`config.mk`:
```
export PLATFORM = sky130hd
export DESIGN_NAME = status_packet_gen
export DESIGN_NICKNAME = d
export VERILOG_FILES = /design/src/rtl/sts_pkg.sv /design/src/rtl/sts_ctrl.sv /design/src/rtl/sts_hs.sv /design/src/rtl/sts_serializer.sv /design/src/rtl/status_packet_gen.sv
export SDC_FILE = /design/constraint.sdc
export NUM_CORES = 1
export LEC_CHECK = 0
export ABC_AREA = 1
export BUFFER_PORTS_ARGS = -buffer_cell sky130_fd_sc_hd__buf_2
export CAP_MARGIN = 0
export CORE_MARGIN = 1.5
export CORE_UTILIZATION = 50
export DETAILED_ROUTE_END_ITERATION = 8
export PLACE_DENSITY = 0.72
export SETUP_SLACK_MARGIN = 0.3
export SLEW_MARGIN = 5
export SYNTH_ARGS = -nofsm -noshare
export SYNTH_HDL_FRONTEND = slang
export SYNTH_SLANG_ARGS = --single-unit
```
`constraint.sdc`:
```
create_clock -name clk -period 1.65 [get_ports clk]
set_input_delay 0.165 -clock clk [delete_from_list [all_inputs] [get_ports clk]]
set_output_delay 0.165 -clock clk [all_outputs]
set_load 0.05 [all_outputs]
```
`src/rtl/sts_pkg.sv`:
```
package sts_pkg;
   localparam int SEQ_W  = 6;
   localparam int BYTE_W = 8;

   // payload bytes after the sequence byte
   function automatic int pay_bytes(input int width);
      return (width - 2 + BYTE_W - 1) / BYTE_W;
   endfunction

   typedef enum logic [1:0] {
      MODE_IDLE   = 2'd0,
      MODE_ONCE   = 2'd1,
      MODE_AUTO   = 2'd2,
      MODE_BOTH   = 2'd3
   } send_mode_e;
endpackage

```
`src/rtl/sts_ctrl.sv`:
```
module sts_ctrl #(
   parameter int PAYLOAD_W = 18
) (
   input  logic                       clk,
   input  logic                       rst,
   input  logic                       wr_i,
   input  logic [7:0]                 byte_i,
   input  logic [PAYLOAD_W-1:0]       status_i,
   output logic [sts_pkg::SEQ_W-1:0]  seq_o,
   output logic                       trig_o
);
   import sts_pkg::*;

   send_mode_e             mode_q;
   logic [SEQ_W-1:0]       seq_q;
   logic [PAYLOAD_W-1:0]   prev_q;
   logic                   changed_w;
   logic                   auto_w;

   assign changed_w = (status_i != prev_q);
   assign auto_w    = (mode_q == MODE_AUTO) || (mode_q == MODE_BOTH);
   assign trig_o    = (wr_i && byte_i[0]) || (auto_w && changed_w);
   assign seq_o     = seq_q;

   always_ff @(posedge clk or posedge rst) begin
      if (rst) begin
         mode_q <= MODE_IDLE;
         seq_q  <= '0;
         prev_q <= '0;
      end else begin
         prev_q <= status_i;
         if (wr_i) begin
            seq_q  <= byte_i[7:2];
            mode_q <= send_mode_e'(byte_i[1:0]);
         end
      end
   end


   seq_load_chk: assert property (@(posedge clk) disable iff (rst)
      wr_i |=> (seq_o == $past(byte_i[7:2])));
endmodule

```
`src/rtl/sts_hs.sv`:
```
module sts_hs (
   input  logic clk,
   input  logic rst,
   input  logic trig_i,
   input  logic ack_i,
   input  logic free_i,
   output logic req_o,
   output logic accept_o
);
   logic req_q;
   logic pend_q;
   logic launch_w;

   assign accept_o = req_q && ack_i;
   assign launch_w = !req_q && free_i && (trig_i || pend_q);
   assign req_o    = req_q;

   always_ff @(posedge clk or posedge rst) begin
      if (rst) begin
         req_q  <= 1'b0;
         pend_q <= 1'b0;
      end else begin
         if (req_q) req_q <= !ack_i;
         else       req_q <= launch_w;

         if (launch_w)
            pend_q <= 1'b0;
         else if (trig_i && !(req_q && !ack_i))
            pend_q <= 1'b1;
      end
   end


   req_drop_chk: assert property (@(posedge clk) disable iff (rst)
      (req_o && ack_i) |=> !req_o);

   req_hold_chk: assert property (@(posedge clk) disable iff (rst)
      (req_o && !ack_i) |=> req_o);
endmodule

```
`src/rtl/sts_serializer.sv`:
```
module sts_serializer #(
   parameter int PAYLOAD_W = 18
) (
   input  logic                       clk,
   input  logic                       rst,
   input  logic                       accept_i,
   input  logic [sts_pkg::SEQ_W-1:0]  seq_i,
   input  logic [PAYLOAD_W-1:0]       status_i,
   output logic                       busy_o,
   output logic [7:0]                 data_o
);
   localparam int NPAY  = sts_pkg::pay_bytes(PAYLOAD_W);
   localparam int SH_W  = NPAY * 8;
   localparam int PAD_W = SH_W - (PAYLOAD_W - 2);
   localparam int CNT_W = $clog2(NPAY + 2);
   localparam logic [CNT_W-1:0] LOAD_CNT = CNT_W'(NPAY + 1);

   logic [SH_W-1:0]  load_w;
   logic [SH_W-1:0]  sh_q;
   logic [CNT_W-1:0] cnt_q;
   logic [7:0]       data_q;

   generate
      if (PAD_W > 0) begin : g_pad
         assign load_w = {{PAD_W{1'b0}}, status_i[PAYLOAD_W-1:2]};
      end else begin : g_exact
         assign load_w = status_i[PAYLOAD_W-1:2];
      end
   endgenerate

   always_ff @(posedge clk or posedge rst) begin
      if (rst) begin
         sh_q   <= '0;
         cnt_q  <= '0;
         data_q <= '0;
      end else if (accept_i) begin
         data_q <= {seq_i, status_i[1:0]};
         sh_q   <= load_w;
         cnt_q  <= LOAD_CNT;
      end else if (cnt_q != '0) begin
         data_q <= (cnt_q > CNT_W'(1)) ? sh_q[7:0] : 8'h00;
         sh_q   <= sh_q >> 8;
         cnt_q  <= cnt_q - CNT_W'(1);
      end
   end

   assign busy_o = (cnt_q != '0);
   assign data_o = data_q;


   seq_byte_chk: assert property (@(posedge clk) disable iff (rst)
      accept_i |=> (data_o == {$past(seq_i), $past(status_i[1:0])}));
endmodule

```
`src/rtl/status_packet_gen.sv`:
```
module status_packet_gen #(
   parameter logic [7:0] ADDR_BYTE = 8'h3B,
   parameter int         PAYLOAD_W = 18
) (
   input  logic                 clk,
   input  logic                 rst,
   input  logic                 ctl_wr,
   input  logic [7:0]           ctl_byte,
   input  logic [PAYLOAD_W-1:0] status_in,
   input  logic                 pkt_ack,
   output logic                 pkt_req,
   output logic [7:0]           pkt_byte
);
   generate
      if (PAYLOAD_W < 3 || PAYLOAD_W > 26) begin : g_bad_width
         $error("PAYLOAD_W must lie in 3..26");
      end
   endgenerate

   logic [sts_pkg::SEQ_W-1:0] seq_w;
   logic                      trig_w;
   logic                      accept_w;
   logic                      busy_w;
   logic [7:0]                data_w;

   sts_ctrl #(.PAYLOAD_W(PAYLOAD_W)) u_ctrl (
      .clk(clk), .rst(rst), .wr_i(ctl_wr), .byte_i(ctl_byte),
      .status_i(status_in), .seq_o(seq_w), .trig_o(trig_w));

   sts_hs u_hs (
      .clk(clk), .rst(rst), .trig_i(trig_w), .ack_i(pkt_ack),
      .free_i(!busy_w), .req_o(pkt_req), .accept_o(accept_w));

   sts_serializer #(.PAYLOAD_W(PAYLOAD_W)) u_ser (
      .clk(clk), .rst(rst), .accept_i(accept_w), .seq_i(seq_w),
      .status_i(status_in), .busy_o(busy_w), .data_o(data_w));

   assign pkt_byte = pkt_req ? ADDR_BYTE : data_w;


   req_idle_chk: assert property (@(posedge clk) disable iff (rst)
      pkt_req |-> !busy_w);

   quiet_zero_chk: assert property (@(posedge clk) disable iff (rst)
      (!pkt_req && !busy_w) |-> (pkt_byte == 8'h00));
endmodule

```
Yosys cells after proc, flatten, opt, wreduce, memory -nomap -nowiden
Index checks and enable logic that the tools add are counted.
{ "totals": {"regBits": 54, "latchBits": 0, "ram_bits": 0, "romBits": 0, "in_bits": 30, "output_inout_bits": 9, "word_cells": 41, "mem_count": 0} }
{ "classes": {"add_sub_neg": 1, "n_mul": 0, "div": 0, "magnitude_cmp": 1, "eq_ne": 3, "shifts": 0, "muxes": 11, "n_bitwise": 0, "n_reduce_logical": 17} }
{ "ops": {"columns": ["cell", "count"], "rows": [
  ["$mux 16", 2],
  ["$mux 8", 4],
  ["$ne 18x18->1", 1],
  ["$logic_and 1x1->1", 7],
  ["$reduce_bool 2->1", 3],
  ["$eq 2x2->1 const B", 2],
  ["$logic_not 1->1", 4],
  ["$mux 2", 2],
  ["$logic_or 1x1->1", 3],
  ["$mux 1", 3],
  ["$gt 2x1->1 const B", 1],
  ["$sub 2x1->2 const B", 1]
]} }

Logic depth before layout (Yosys ltp)
Gate-level depths: netlist of the first run.
{ "logic_depth": {"ltp_word": 7, "mapped_depth": 11, "depth_no_buf": 11} }

By module
Synthesis of the first run repeated with hierarchy kept, for this count alone.
{ "unflattened": {"hier_cells": 322, "hier_area_um2": 2588.7} }
{ "by_module_without_submodules": {"columns": ["mod", "instances", "cells_per_inst", "area_per_inst_um2", "seq_area_each_um2"], "rows": [
  ["sts_serializer", 1, 183, 1386.3, 650.6],
  ["sts_ctrl", 1, 104, 1024.7, 625.6],
  ["sts_hs", 1, 17, 110.1, 50.0],
  ["status_packet_gen", 1, 18, 67.6, 0.0]
]} }

Least setup slack after synthesis of the first run
OpenSTA, ideal clock, no wires.
{ "synth_timing": {"kind": "register to output", "start": "reg u_hs.req_q, in the netlist u_hs.req_o", "end": "out pkt_byte[2]", "t_arrival_ns": 1.505, "required_time_ns": 1.485, "path_slack_ns": -0.020, "path_stages_with_launch": 3, "n_path_buf": 1, "cell_sequence": "dfrtp_1 buf_2 nor2_1"} }
{ "synth_via": {"elab_chain_cells": 1} }
{ "synth_lines": {"columns": ["item", "line", "source"], "rows": [
  ["start: declaration", "sts_hs.sv:10", "logic req_q;"],
  ["start signal: assignment", "sts_hs.sv:23", "if (req_q) req_q <= !ack_i;"],
  ["start signal: assignment", "sts_hs.sv:24", "else req_q <= launch_w;"],
  ["$mux 8", "status_packet_gen.sv:38", "assign pkt_byte = pkt_req ? ADDR_BYTE : data_w;"],
  ["end: declaration", "status_packet_gen.sv:12", "output logic [7:0] pkt_byte"]
]} }
Every way passes these cells.

Final worst setup path of the first run
{ "layout_timing": {"start": "reg u_hs.req_q, in the netlist u_hs.req_o", "end": "out pkt_byte[4]"} }
The elaborated chain is that of the path after synthesis.

==> flow_summary.ini, run 1 <==
[cts]
cts_inserted_buffers = 5
ctsHtreeMaxLevel = 2
clockRootBuffer = clkbuf_8
clk_latency_ps = 310
cts.sinks = 53
cts_tree = yes
cts.clk_slew.worst_paths_ps = 90
cts_buffer_depth = 2

[timing]
tightestPinTransition_ps = 303
period_share_pct = 85.5
rsz0062_at_grt = true
setup_viol = 0
clock.fmax_mhz = 709
hold_viol_final = 0
tns_ps = 0
setup_slack_ps = 240
slew_violations = 0
fin_crit_ps = 1410
relSlewSlack_pct = 79.7
hold_ws_ps = 53.5
finClkSkew_ps = 5.25

[synth]
yosys_register_bits = 53
synth-simple-area-share_pct = 16.5
ys_types = 23
syn-num-nets = 276
syn_area_um2 = 2290
avgSynthCellArea_um2 = 9.37
synthMuxAreaShare_pct = 0.492
synth_xor_area_share_pct = 3.45
ys_seq_area_share_pct = 58.0
synthAdderAreaFrac_pct = 1.09
yosysWarnings = 0
synth_top_family_by_area = simple AND/OR/NAND/NOR gates
synth_compound_area_share_pct = 11.2
netlist_instances = 244

[floorplanning]
dieHeight_um = 70.6
rows = 24
coreArea_um2 = 4380
ioPinCount = 39
die_x_um = 70.6
die_area_um2 = 4990
start_util_pct = 52.2

[placement]
dp_hpwl_um = 2960
gp_congestion = 0.774
io_buffers = 38
pre_cts_slack_ps = 291

[routing]
drc_errors = 0
ant_nets = 0
first_iter_violations = 133
viasPerCell = 4.91
num_vias = 1803
first_pass_iters = 4
routed_wl_um = 4760
post_drt_wl_per_cell_um = 13.0

[power]
intPower_mw = 2.67
pwr-share-seq_pct = 38.1
swShare_pct = 39.3
clockPowerShare_pct = 18.4
pwr-share-comb_pct = 43.6
p_sw_mw = 1.73
power_density_nw_per_um2 = 1440
total_leakage_power_nw = 1.59
ir_drop_mv = 0.646

[finish]
area_delta_synth_final_pct = 34.2
final_common_cell = nand2_1
fillCellCount = 343
layout-drive-gt1-share_pct = 28.9
final_cell_mix = 60 x nand2_1, 52 x dfrtp_1, 39 x inv_1
diodes = 0
nNetsFinal = 346

[grt]
grt_usage_pct = 21.3
antenna_found_initial = 0
overflow = 0
grtUsageMet3_pct = 5.27
grt_use_met1_pct = 27.7
grt_pass1_wl_um = 8250
grt_max_degree = 54
grtUsageMet2_pct = 34.0
grt_pass1_vias = 1834
busiest_layer = met2

[critical_path]
start_kind = flop
worstPathRequired_ps = 1480
arrival_ps = 1250
reg2regPathDepth = 7
slowest_delay_ps = 460
path_cells = or2_2 -> buf_6
crit_path_top_delay_cell = dfrtp_2
cp_max_fo = 6
r2r_slack_ps = 260
crit_path_end_kind = primary output
path_class = flop to primary output

[flow_run]
maxCapViolations = 0

[min_path]
hold_class = primary input to flop
holdPathStages = 3

[outcome]
status = finished, final reports clean
worst max-delay path: cells and delay by family (launching register included):
kind	cells	cell delay [ps]
flip-flops	1	460
AND/OR/NAND/NOR	1	320
buffers and inverters	1	160
synthesized netlist by cell type:
master,n,area (um2)
a22oi_1,1,7.51
nor2_1,18,67.6
o22ai_1,6,37.5
o221ai_2,2,30.0
inv_1,44,165
inv_2,4,15.0
nand3_1,3,15.0
clkbuf_1,2,7.51
buf_6,1,11.3
dfrtp_1,53,1330
nand2_1,61,229
buf_2,3,15.0
a21oi_1,2,10.0
o221ai_1,12,105
o21ai_0,6,30.0
xor2_1,9,78.8
or2_2,5,31.3
mux2_2,1,11.3
o21ai_1,4,20.0
nor2_4,2,22.5
ha_1,2,25.0
nand2_4,1,11.3
o211ai_1,2,15.0
registers in the layout, indices dropped and copies added (netlist names):
register,flops
u_ctrl.mode_q,1
u_ctrl.prev_q,18
u_ctrl.seq_o,6
u_hs.pend_q,1
u_hs.req_o,1
u_ser.cnt_q,2
u_ser.data_o,8
u_ser.sh_q,16
through the flow:
step           cell area [um2]  util (%)  instances  power (mW)
4_1_cts                   2980      68.0        363        4.35
6_report                  3070      70.0        367        4.41
3_5_place_dp              2560      58.5        332        3.20
3_3_place_gp              2560      58.5        332        3.17
5_1_grt                   3070      70.0        367        4.66
2_1_floorplan             2300         -        244        2.85
path summary, 6_finish.rpt:
check / start / endpoint
setup reg to reg: u_hs.req_o$_DFF_PP0_ / u_ser.data_o[0]$_DFFE_PP0P_
hold reg to reg: u_ser.sh_q[1]$_DFFE_PP0P_ / u_ser.sh_q[1]$_DFFE_PP0P_
min in group asynchronous: rst / u_ctrl.prev_q[7]$_DFF_PP0_
hold / removal: ctl_byte[4] / u_ctrl.seq_o[2]$_DFFE_PP0P_
max in group asynchronous: rst / u_hs.req_o$_DFF_PP0_
setup / recovery: u_hs.req_o$_DFF_PP0_ / pkt_byte[4]
power groups by stage:
| stage | combinational, mW | clock (mW) | sequential [mW] |
|---|---|---|---|
| 2_1_floorplan | 1.15 | 0 | 1.70 |
| 5_1_grt | 2.08 | 0.873 | 1.71 |
| 4_1_cts | 1.86 | 0.818 | 1.68 |
| 6_report | 1.92 | 0.810 | 1.68 |
| 3_3_place_gp | 1.45 | 0 | 1.72 |
| 3_5_place_dp | 1.48 | 0 | 1.73 |
repair_timing:
action	CTS	global route
pin swaps	3	16
hold buffers	19	0
buffers inserted	4	4
hold endpoints to repair	71	0
endpoints found under the setup margin	16	33
resized for setup	29	20
layout make-up:
cell class                      instances  area [um2]  area share, %
Clock buffer                            7        96.3           3.14
Clock inverter                          1        5.00          0.163
Inverter                               48         191           6.23
Multi-Input combinational cell        137         807           26.3
Sequential cell                        53        1330           43.2
Tap cell                               52        65.1           2.12
Timing Repair Buffer                   69         578           18.8
cell families (layout without fill, tap and decap cells):
family	after synthesis	after routing
flip-flops	53	53
AND/OR/NAND/NOR	90	90
buffers and inverters	54	125
multiplexers	1	1
XOR/XNOR	9	9
AO/OA/AOI/OAI	35	35
adder cells (fa/ha/maj)	2	2
layer usage:
metal | vias up | part of all wire [%]
li1 | 903 | -
met1 | 846 | 46
met2 | 43 | 47
met3 | 11 | 4.4
met4 | 0 | 2.5
met5 | - | 0
(Power assumes the default switching activity.)
==> inputs of run 2 (changes only) <==
Settings changed: CORE_ASPECT_RATIO from default to 0.75.
==> run 2 against run 1 <==
Compared with the run above: die area is essentially flat; worst setup slack improved by 18 ps; power is 2.9% lower; register-to-register slack is essentially flat; hold slack worse by 42 ps; flip-flop and latch count is the same; critical path type unchanged; largest cell class unchanged; largest power group unchanged.
==> flow_summary.ini, run 2 (same netlist as run 1, synthesis figures left out) <==
[power]
p_sw_mw = 1.70
swShare_pct = 39.8
total_leakage_power_nw = 1.49
pwr-share-seq_pct = 39.1
intPower_mw = 2.58
pwr-share-comb_pct = 44.7
clockPowerShare_pct = 16.2
ir_drop_mv = 0.903
power.total_mw = 4.28
power_density_nw_per_um2 = 1450

[grt]
grt_pass1_vias = 1658
grt_max_degree = 54
overflow = 0
grt_pass1_wl_um = 7550
antenna_found_initial = 0
grt_usage_pct = 21.1

[flow_run]
maxCapViolations = 0

[timing]
slew_violations = 0
relSlewSlack_pct = 79.8
rsz0062_at_grt = true
clock.fmax_mhz = 718
fin_crit_ps = 1390
tightestPinTransition_ps = 302
hold_viol_final = 0
period_share_pct = 84.4
setup_slack_ps = 257
tns_ps = 0
finClkSkew_ps = 1.76
setup_viol = 0
hold_ws_ps = 11.4

[floorplanning]
start_util_pct = 51.5
rows = 21
ioPinCount = 39
die_area_um2 = 4990
die_x_um = 81.1
dieHeight_um = 61.6
coreArea_um2 = 4440

[finish]
top_register = u_ctrl.prev_q
area_delta_synth_final_pct = 29.4
final_common_cell = nand2_1
final_cells = 364
largest_register_ff_count = 18
final_core_util_pct = 66.6
layout-drive-gt1-share_pct = 28.0
nNetsFinal = 338
final_cell_mix = 58 x nand2_1, 52 x dfrtp_1, 40 x inv_1
postLayoutCellArea_um2 = 2960
fillCellCount = 360
diodes = 0

[cts]
cts.sinks = 53
ctsHtreeMaxLevel = 2
cts_buffer_depth = 2
clockRootBuffer = clkbuf_8
cts_tree = yes
clk_latency_ps = 300
cts_inserted_buffers = 5
cts.clk_slew.worst_paths_ps = 90

[placement]
io_buffers = 38
pre_cts_slack_ps = 298
gp_congestion = 0.766
placed_cell_area_um2 = 2560
post-place-cells = 336
dp_hpwl_um = 3200

[routing]
ant_nets = 0
viasPerCell = 4.82
first_iter_violations = 114
num_vias = 1755
routed_wl_um = 4730
drc_errors = 0
first_pass_iters = 4
post_drt_wl_per_cell_um = 13.0

[critical_path]
critPathLaunch = u_hs.req_o$_DFF_PP0_
start_kind = flop
cp_num_buf_inv = 1
arrival_ps = 1230
crit_path_end_kind = primary output
worstPathRequired_ps = 1480
path_cells = or2_2 -> buf_6
path_class = flop to primary output
slowest_delay_ps = 450
crit_path_top_delay_cell = dfrtp_2
cp_max_fo = 6
crit_family = flip-flops
worst_r2r_startpoint = u_hs.req_o$_DFF_PP0_

[outcome]
status = finished, final reports clean

[min_path]
min_from = status_in[9]
hold_class = primary input to flop
[run 2: changes by cell type in the layout (fill, tap and decap cells not counted), sizes merged]
cell / change
dlygate4sd3: -2
clkbuf: +1
clkinv: -1
dlymetal6s4s: -6
[run 2: worst paths after layout]
| path | end | depth (start not counted) | slack, ps |
|---|---|---|---|
| hold / removal | u_ctrl.prev_q[9]$_DFF_PP0_ | 1 | 10 |
| setup / recovery | pkt_byte[4] | 2 | 260 |
| max in group asynchronous | u_hs.req_o$_DFF_PP0_ | 4 | 930 |
| hold reg to reg | u_ser.data_o[5]$_DFFE_PP0P_ | 2 | 490 |
| setup reg to reg | u_ser.data_o[0]$_DFFE_PP0P_ | 7 | 270 |
| min in group asynchronous | u_ctrl.prev_q[14]$_DFF_PP0_ | 4 | 470 |
[run 2: power groups by stage]
stage	Clock (mW)	Combinational, mW	Sequential (mW)
6_report	0.694	1.91	1.67
5_1_grt	0.762	2.07	1.70
4_1_cts	0.718	1.84	1.67
3_5_place_dp	0	1.48	1.72
3_3_place_gp	0	1.45	1.71
2_1_floorplan	0	1.15	1.70
[run 2: area by class of cell]
| type | count | area (um2) | area share, % |
|---|---|---|---|
| Sequential cell | 53 | 1330 | 44.9 |
| Multi-Input combinational cell | 137 | 803 | 27.1 |
| Timing Repair Buffer | 61 | 480 | 16.2 |
| Inverter | 48 | 196 | 6.64 |
| Clock buffer | 8 | 80.1 | 2.71 |
| Tap cell | 57 | 71.3 | 2.41 |
[run 2: what timing repair did]
action,CTS,global route
endpoints found under the setup margin,18,34
hold endpoints to repair,62,1
pin swaps,3,14
hold buffers,10,1
setup buffers,6,3
gates resized for setup,29,13
[run 2: per-layer routing]
metal | track usage (%) | part of all wire, %
met3 | 5.04 | 5.4
met2 | 34.5 | 48
met5 | 0 | 0
met4 | 9.11 | 1.5
met1 | 27.3 | 45
